===== src/rtl/decade_ring_pkg.sv =====
`timescale 1ns/1ps
package decade_ring_pkg;

    // Per-cycle action selected for the ring register.
    typedef enum logic [1:0] {
        STEP_HOLD    = 2'b00,
        STEP_ADVANCE = 2'b01,
        STEP_CLEAR   = 2'b10
    } step_e;

endpackage


===== src/rtl/decade_ring_next.sv =====
`timescale 1ns/1ps
module decade_ring_next #(
    parameter int RING_W = 5
) (
    input  logic [RING_W-1:0] ring_i,
    output logic [RING_W-1:0] ring_o
);

    logic mid_clear;
    logic feed;

    // A one enters only next to an existing one at the bottom, or into an
    // otherwise empty low part, so stray ones cannot start a second run.
    assign mid_clear = ~(|ring_i[RING_W-2:1]);
    assign feed      = ~ring_i[RING_W-1] & (ring_i[0] | mid_clear);
    assign ring_o    = {ring_i[RING_W-2:0], feed};

endmodule


===== src/rtl/decade_ring_decode.sv =====
`timescale 1ns/1ps
module decade_ring_decode #(
    parameter  int RING_W  = 5,
    localparam int NUM_DIG = 2 * RING_W
) (
    input  logic [RING_W-1:0]  ring_i,
    output logic [NUM_DIG-1:0] dig_o
);

    for (genvar i = 0; i < NUM_DIG; i++) begin : g_dig
        if (i == 0) begin : g_empty
            assign dig_o[i] = ~ring_i[RING_W-1] & ~ring_i[0];
        end else if (i < RING_W) begin : g_grow
            assign dig_o[i] = ring_i[i-1] & ~ring_i[i];
        end else if (i == RING_W) begin : g_full
            assign dig_o[i] = ring_i[RING_W-1] & ring_i[0];
        end else begin : g_shrink
            assign dig_o[i] = ~ring_i[i-RING_W-1] & ring_i[i-RING_W];
        end
    end

endmodule


===== src/rtl/decade_ring.sv =====
`timescale 1ns/1ps
module decade_ring
    import decade_ring_pkg::*;
#(
    parameter  int RING_W  = 5,
    localparam int NUM_DIG = 2 * RING_W
) (
    input  logic               clk_i,
    input  logic               rst_i,
    input  logic               cnt_en_i,
    output logic [NUM_DIG-1:0] digit_o,
    output logic               carry_o
);

    localparam logic [RING_W-1:0] LAST_CODE = {1'b1, {(RING_W-1){1'b0}}};

    step_e             step;
    logic [RING_W-1:0] state_q;
    logic [RING_W-1:0] state_adv;
    logic              carry_q;

    always_comb begin
        if (rst_i) begin
            step = STEP_CLEAR;
        end else if (cnt_en_i) begin
            step = STEP_ADVANCE;
        end else begin
            step = STEP_HOLD;
        end
    end

    decade_ring_next #(.RING_W(RING_W)) u_next (
        .ring_i (state_q),
        .ring_o (state_adv)
    );

    // State register.
    always_ff @(posedge clk_i) begin
        unique case (step)
            STEP_CLEAR:   state_q <= '0;
            STEP_ADVANCE: state_q <= state_adv;
            STEP_HOLD:    state_q <= state_q;
            default:      state_q <= '0;
        endcase
    end

    // Output register: carry marks the step out of the last code.
    always_ff @(posedge clk_i) begin
        unique case (step)
            STEP_CLEAR:   carry_q <= 1'b0;
            STEP_ADVANCE: carry_q <= (state_q == LAST_CODE);
            STEP_HOLD:    carry_q <= 1'b0;
            default:      carry_q <= 1'b0;
        endcase
    end

    decade_ring_decode #(.RING_W(RING_W)) u_decode (
        .ring_i (state_q),
        .dig_o  (digit_o)
    );

    assign carry_o = carry_q;

endmodule


===== config.mk =====
export PLATFORM = sky130hd
export DESIGN_NAME = decade_ring
export DESIGN_NICKNAME = d
export VERILOG_FILES = /design/src/rtl/decade_ring_pkg.sv /design/src/rtl/decade_ring_next.sv /design/src/rtl/decade_ring_decode.sv /design/src/rtl/decade_ring.sv
export SDC_FILE = /design/constraint.sdc
export NUM_CORES = 1
export LEC_CHECK = 0
export ABC_CLOCK_PERIOD_IN_PS = 2200
export CAP_MARGIN = 30
export CORE_AREA = 4 4 41 43
export DETAILED_ROUTE_END_ITERATION = 10
export DIE_AREA = 0 0 45 47
export SLEW_MARGIN = 10
export SYNTH_ARGS = -nofsm -noshare
export SYNTH_HDL_FRONTEND = slang
export SYNTH_HIERARCHICAL = 1
export SYNTH_SLANG_ARGS = --single-unit

===== constraint.sdc =====
create_clock -name clk_i -period 2.2 [get_ports clk_i]
set_input_delay 0.66 -clock clk_i [delete_from_list [all_inputs] [get_ports clk_i]]
set_output_delay 0.66 -clock clk_i [all_outputs]
set_load 0.05 [all_outputs]

Word-level counts from Yosys, hierarchy flattened. Index checks and enable logic that the tools add are counted.

Input port bits: 3. Register bits after elaboration: 6. Output and inout port bits: 11.

Eq/ne operators: 2. Bitwise operators: 18. Reductions and logical operators: 2. Mux-type cells: 3.

Operators with widths (number): $and 1x1->1 (11); $pmux 5 s2 (1); $not 1->1 (6); $eq 5x5->1 const B (1); $reduce_or 3->1 (1); $eq 2x1->1 const B (1); $logic_not 2->1 (1); $mux 2 (1); $mux 1 (1); $or 1x1->1 (1).

Depth between registers and ports, before layout. Gate-level depths: netlist of run 1.

Depth after elaboration: 5. Mapped depth: 4. Depth with buffers taken out: 3.

Modules after synthesis. The synthesis of run 1 kept the hierarchy.

By module, submodules not included: decade_ring (instances 1, area an instance 229.0 um2, cells an instance 15); decade_ring_decode (instances 1, area an instance 65.1 um2, cells an instance 10); decade_ring_next (instances 1, area an instance 52.6 um2, cells an instance 8).

Worst setup path before layout of run 1. Ideal clock, no wire load.

Path type: reg-to-output. Start point: register state_q[0]. End point: output digit_o[6]. Stages on the path, launching flop included: 2. Setup slack: 0.385 ns. Buffers on the path: 0. Arrival: 1.155 ns. Cells stage by stage: edfxtp_1 > nor2b_1.

Word-level cells in the longest chain between the ends: 2.

RTL lines: start, declared (RTL line decade_ring.sv:18) `logic [RING_W-1:0] state_q;`; start signal, assigned (RTL line decade_ring.sv:41) `STEP_ADVANCE: state_q <= state_adv;`; start signal, assigned (RTL line decade_ring.sv:42) `STEP_HOLD: state_q <= state_q;`; $not 1->1 (RTL line decade_ring_decode.sv:18) `assign dig_o[i] = ~ring_i[i-RING_W-1] & ring_i[i-RING_W];`; $and 1x1->1 (RTL line decade_ring_decode.sv:18); end, declared (RTL line decade_ring.sv:11) `output logic [NUM_DIG-1:0] digit_o,`.

Every way passes these cells.

Worst setup path in the final report of run 1.
Start point: register carry_q, in the netlist carry_o. End point: output carry_o.

RTL lines: start, declared (RTL line decade_ring.sv:20) `logic carry_q;`; start signal, assigned (RTL line decade_ring.sv:51) `STEP_ADVANCE: carry_q <= (state_q == LAST_CODE);`; end, declared (RTL line decade_ring.sv:12) `output logic carry_o`.

No word-level cell between the ends.

==> impl_metrics.json, run 1 <==
{
  "coreArea_um2": 1300,
  "synth-async-reset-ratio_pct": 0,
  "period_minus_slack_ps": 1980,
  "ctsLongestPathBuffers": 2,
  "synth_top_flop_cell": "edfxtp_1",
  "routed_wl_um": 591,
  "tightestPinTransition_ps": 489,
  "synth_edf_count": 5,
  "netlist.area_leader.share_pct": 43.3,
  "die_area_um2": 2120,
  "drive_gt1_share_pct": 37.8,
  "drv_cap": 0,
  "numCtsBuffers": 3,
  "yosys.area.top_type": "edfxtp_1",
  "yosysWarningCount": 6,
  "ir_drop_mv": 0.251,
  "clock-sinks": 6,
  "cp-end-kind": "output port",
  "fin_skew_ps": 8.51,
  "pwr_density_cell_nw_per_um2": 705,
  "clock_latency_ps": 240,
  "hold_viol_final": 0,
  "drc": 0,
  "top_usage_layer": "met2",
  "hold_path.class": "reg -> reg",
  "arrival_ps": 1320,
  "drtIter0Drc": 5,
  "critPathRequiredTime_ps": 1540,
  "syn_to_final_growth_pct": 39.7,
  "avgSynthCellArea_um2": 10.5,
  "post-cts-setup-buffer-count": 0,
  "grt_pass1_wl_um": 862,
  "final_max_slew_viol_count": 0,
  "vias": 256,
  "syn-num-nets": 36,
  "placed_area_um2": 458,
  "cts_max_level": 1,
  "nets": 49,
  "synth-seq-cells": 6,
  "leakagePower_nw": 0.215,
  "synth.cell_area_um2": 347,
  "stdcell_area_um2": 484,
  "slowest_stage": "clkdlybuf4s50_1",
  "grt_max_degree": 8,
  "yosysUniqueCellTypes": 14,
  "rsz0062_at_grt": "false",
  "io_pins": 14,
  "numPortBuffers": 13,
  "grt_overflow": 0,
  "synth_common_cells": "and2_1, nor2b_1, buf_4, edfxtp_1, and2b_2",
  "setup_tns_ps": 0,
  "antenna_found_initial": 0,
  "crit_fanout": 1,
  "status": "complete, no violations",
  "synth_area_leaders": "edfxtp_1, and2_1, buf_4",
  "std_cell_rows": 13,
  "critPathBufInv": 1,
  "gp_congestion": 0.725,
  "ys_seq_area_share_pct": 49.1,
  "crit_path_start_kind": "flop",
  "wl_per_cell_um": 9.85,
  "die_h_um": 47,
  "first_pass_iters": 3,
  "clk_pin_slew_worst_paths_ps": 50,
  "cts_tree": "yes",
  "cts_hold_buffers": 0,
  "use_met3_pct": 2.68,
  "grt_util_all_layers_pct": 6.05,
  "critical-path-max-stage-delay_ps": 790,
  "maxSlewHeadroom_pct": 67.3,
  "critPathKind": "reg -> out",
  "path_cells": "clkdlybuf4s50_1",
  "setup_viol": 0,
  "use_met2_pct": 8.76,
  "fp.dieW_um": 45,
  "cts_root_buf": "clkbuf_4",
  "first_global_vias": 208,
  "start_util_pct": 26.6,
  "synth_cells": 33,
  "cts_resized": 0,
  "vias_per_cell": 4.27,
  "critPathTopFamily": "buffers and inverters",
  "grtUsageMet1_pct": 6.74,
  "max_clock_freq_mhz": 506,
  "ant_nets": 0,
  "finalCritPeriodShare_pct": 89.9,
  "antenna_cells": 0
}
## final cells by class
type	count	area (um2)
clock buffers	4	26.3
fillers	149	817
inverters	1	3.75
multi-input cells	21	135
flip-flops and latches	6	170
well taps	15	18.8
repair buffers	13	130
## path summary, 6_finish.rpt
path                            cells after the start                      from                       end  slack (ps)
worst max-delay path                                1        carry_o$_SDFF_PP0_                   carry_o         220
worst min-delay path                                1  state_q[4]$_SDFFCE_PP0P_        carry_o$_SDFF_PP0_         650
worst max register to register                      3  state_q[2]$_SDFFCE_PP0P_  state_q[0]$_SDFFCE_PP0P_         950
worst min register to register                      1  state_q[4]$_SDFFCE_PP0P_        carry_o$_SDFF_PP0_         650
## power breakdown
part / internal [mW] / switching (mW) / total [mW]
Sequential: 0.131 / 0.00947 / 0.140
Combinational: 0.0359 / 0.0582 / 0.0941
Clock: 0.0686 / 0.0383 / 0.107
## layer usage
layer / routed length (um) / vias up
met5: 0 / -
met3: 70 / 2
met4: 4 / 0
li1: - / 129
met1: 243 / 114
met2: 273 / 11
## metrics by stage
step	utilization, %	setup WS [ps]	hold slack (ps)	total power, mW	std cells
global placement	35.2	464	610	0.237	56
global route	37.2	185	673	0.357	60
floorplan	-	385	550	0.212	33
finish	37.2	222	647	0.341	60
detailed placement	35.2	463	620	0.237	56
CTS	37.2	206	651	0.347	60
## registers in the layout, indices dropped and copies added (netlist names)
| register | cells |
|---|---|
| state_q | 5 |
| carry_o | 1 |
## cell usage in the layout, fill, tap and decap left out, drive strengths merged
cell / n
buf: 10
nor2b: 7
and2: 6
edfxtp: 5
clkbuf: 4
clkdlybuf4s50: 3
and2b: 2
nor4: 1
and3: 1
or2: 1
dfxtp: 1
nor2: 1
inv: 1
or3: 1
a21oi: 1
## cells by family after synthesis
family          Yosys count  synth area share, %
buf+inv                   6                 11.9
flops                     6                 49.1
simple gates             20                 37.6
compound gates            1                 1.44
(Power assumes the default switching activity.)
==> inputs of run 2 (changes only) <==
--- a/config.mk
+++ b/config.mk
@@ -15,3 +15,4 @@
 export SYNTH_HDL_FRONTEND = slang
 export SYNTH_HIERARCHICAL = 1
 export SYNTH_SLANG_ARGS = --single-unit
+export TNS_END_PERCENT = 10
==> results of run 2 <==
Same layout as run 1: the final DEF is identical, and so are final timing and power.
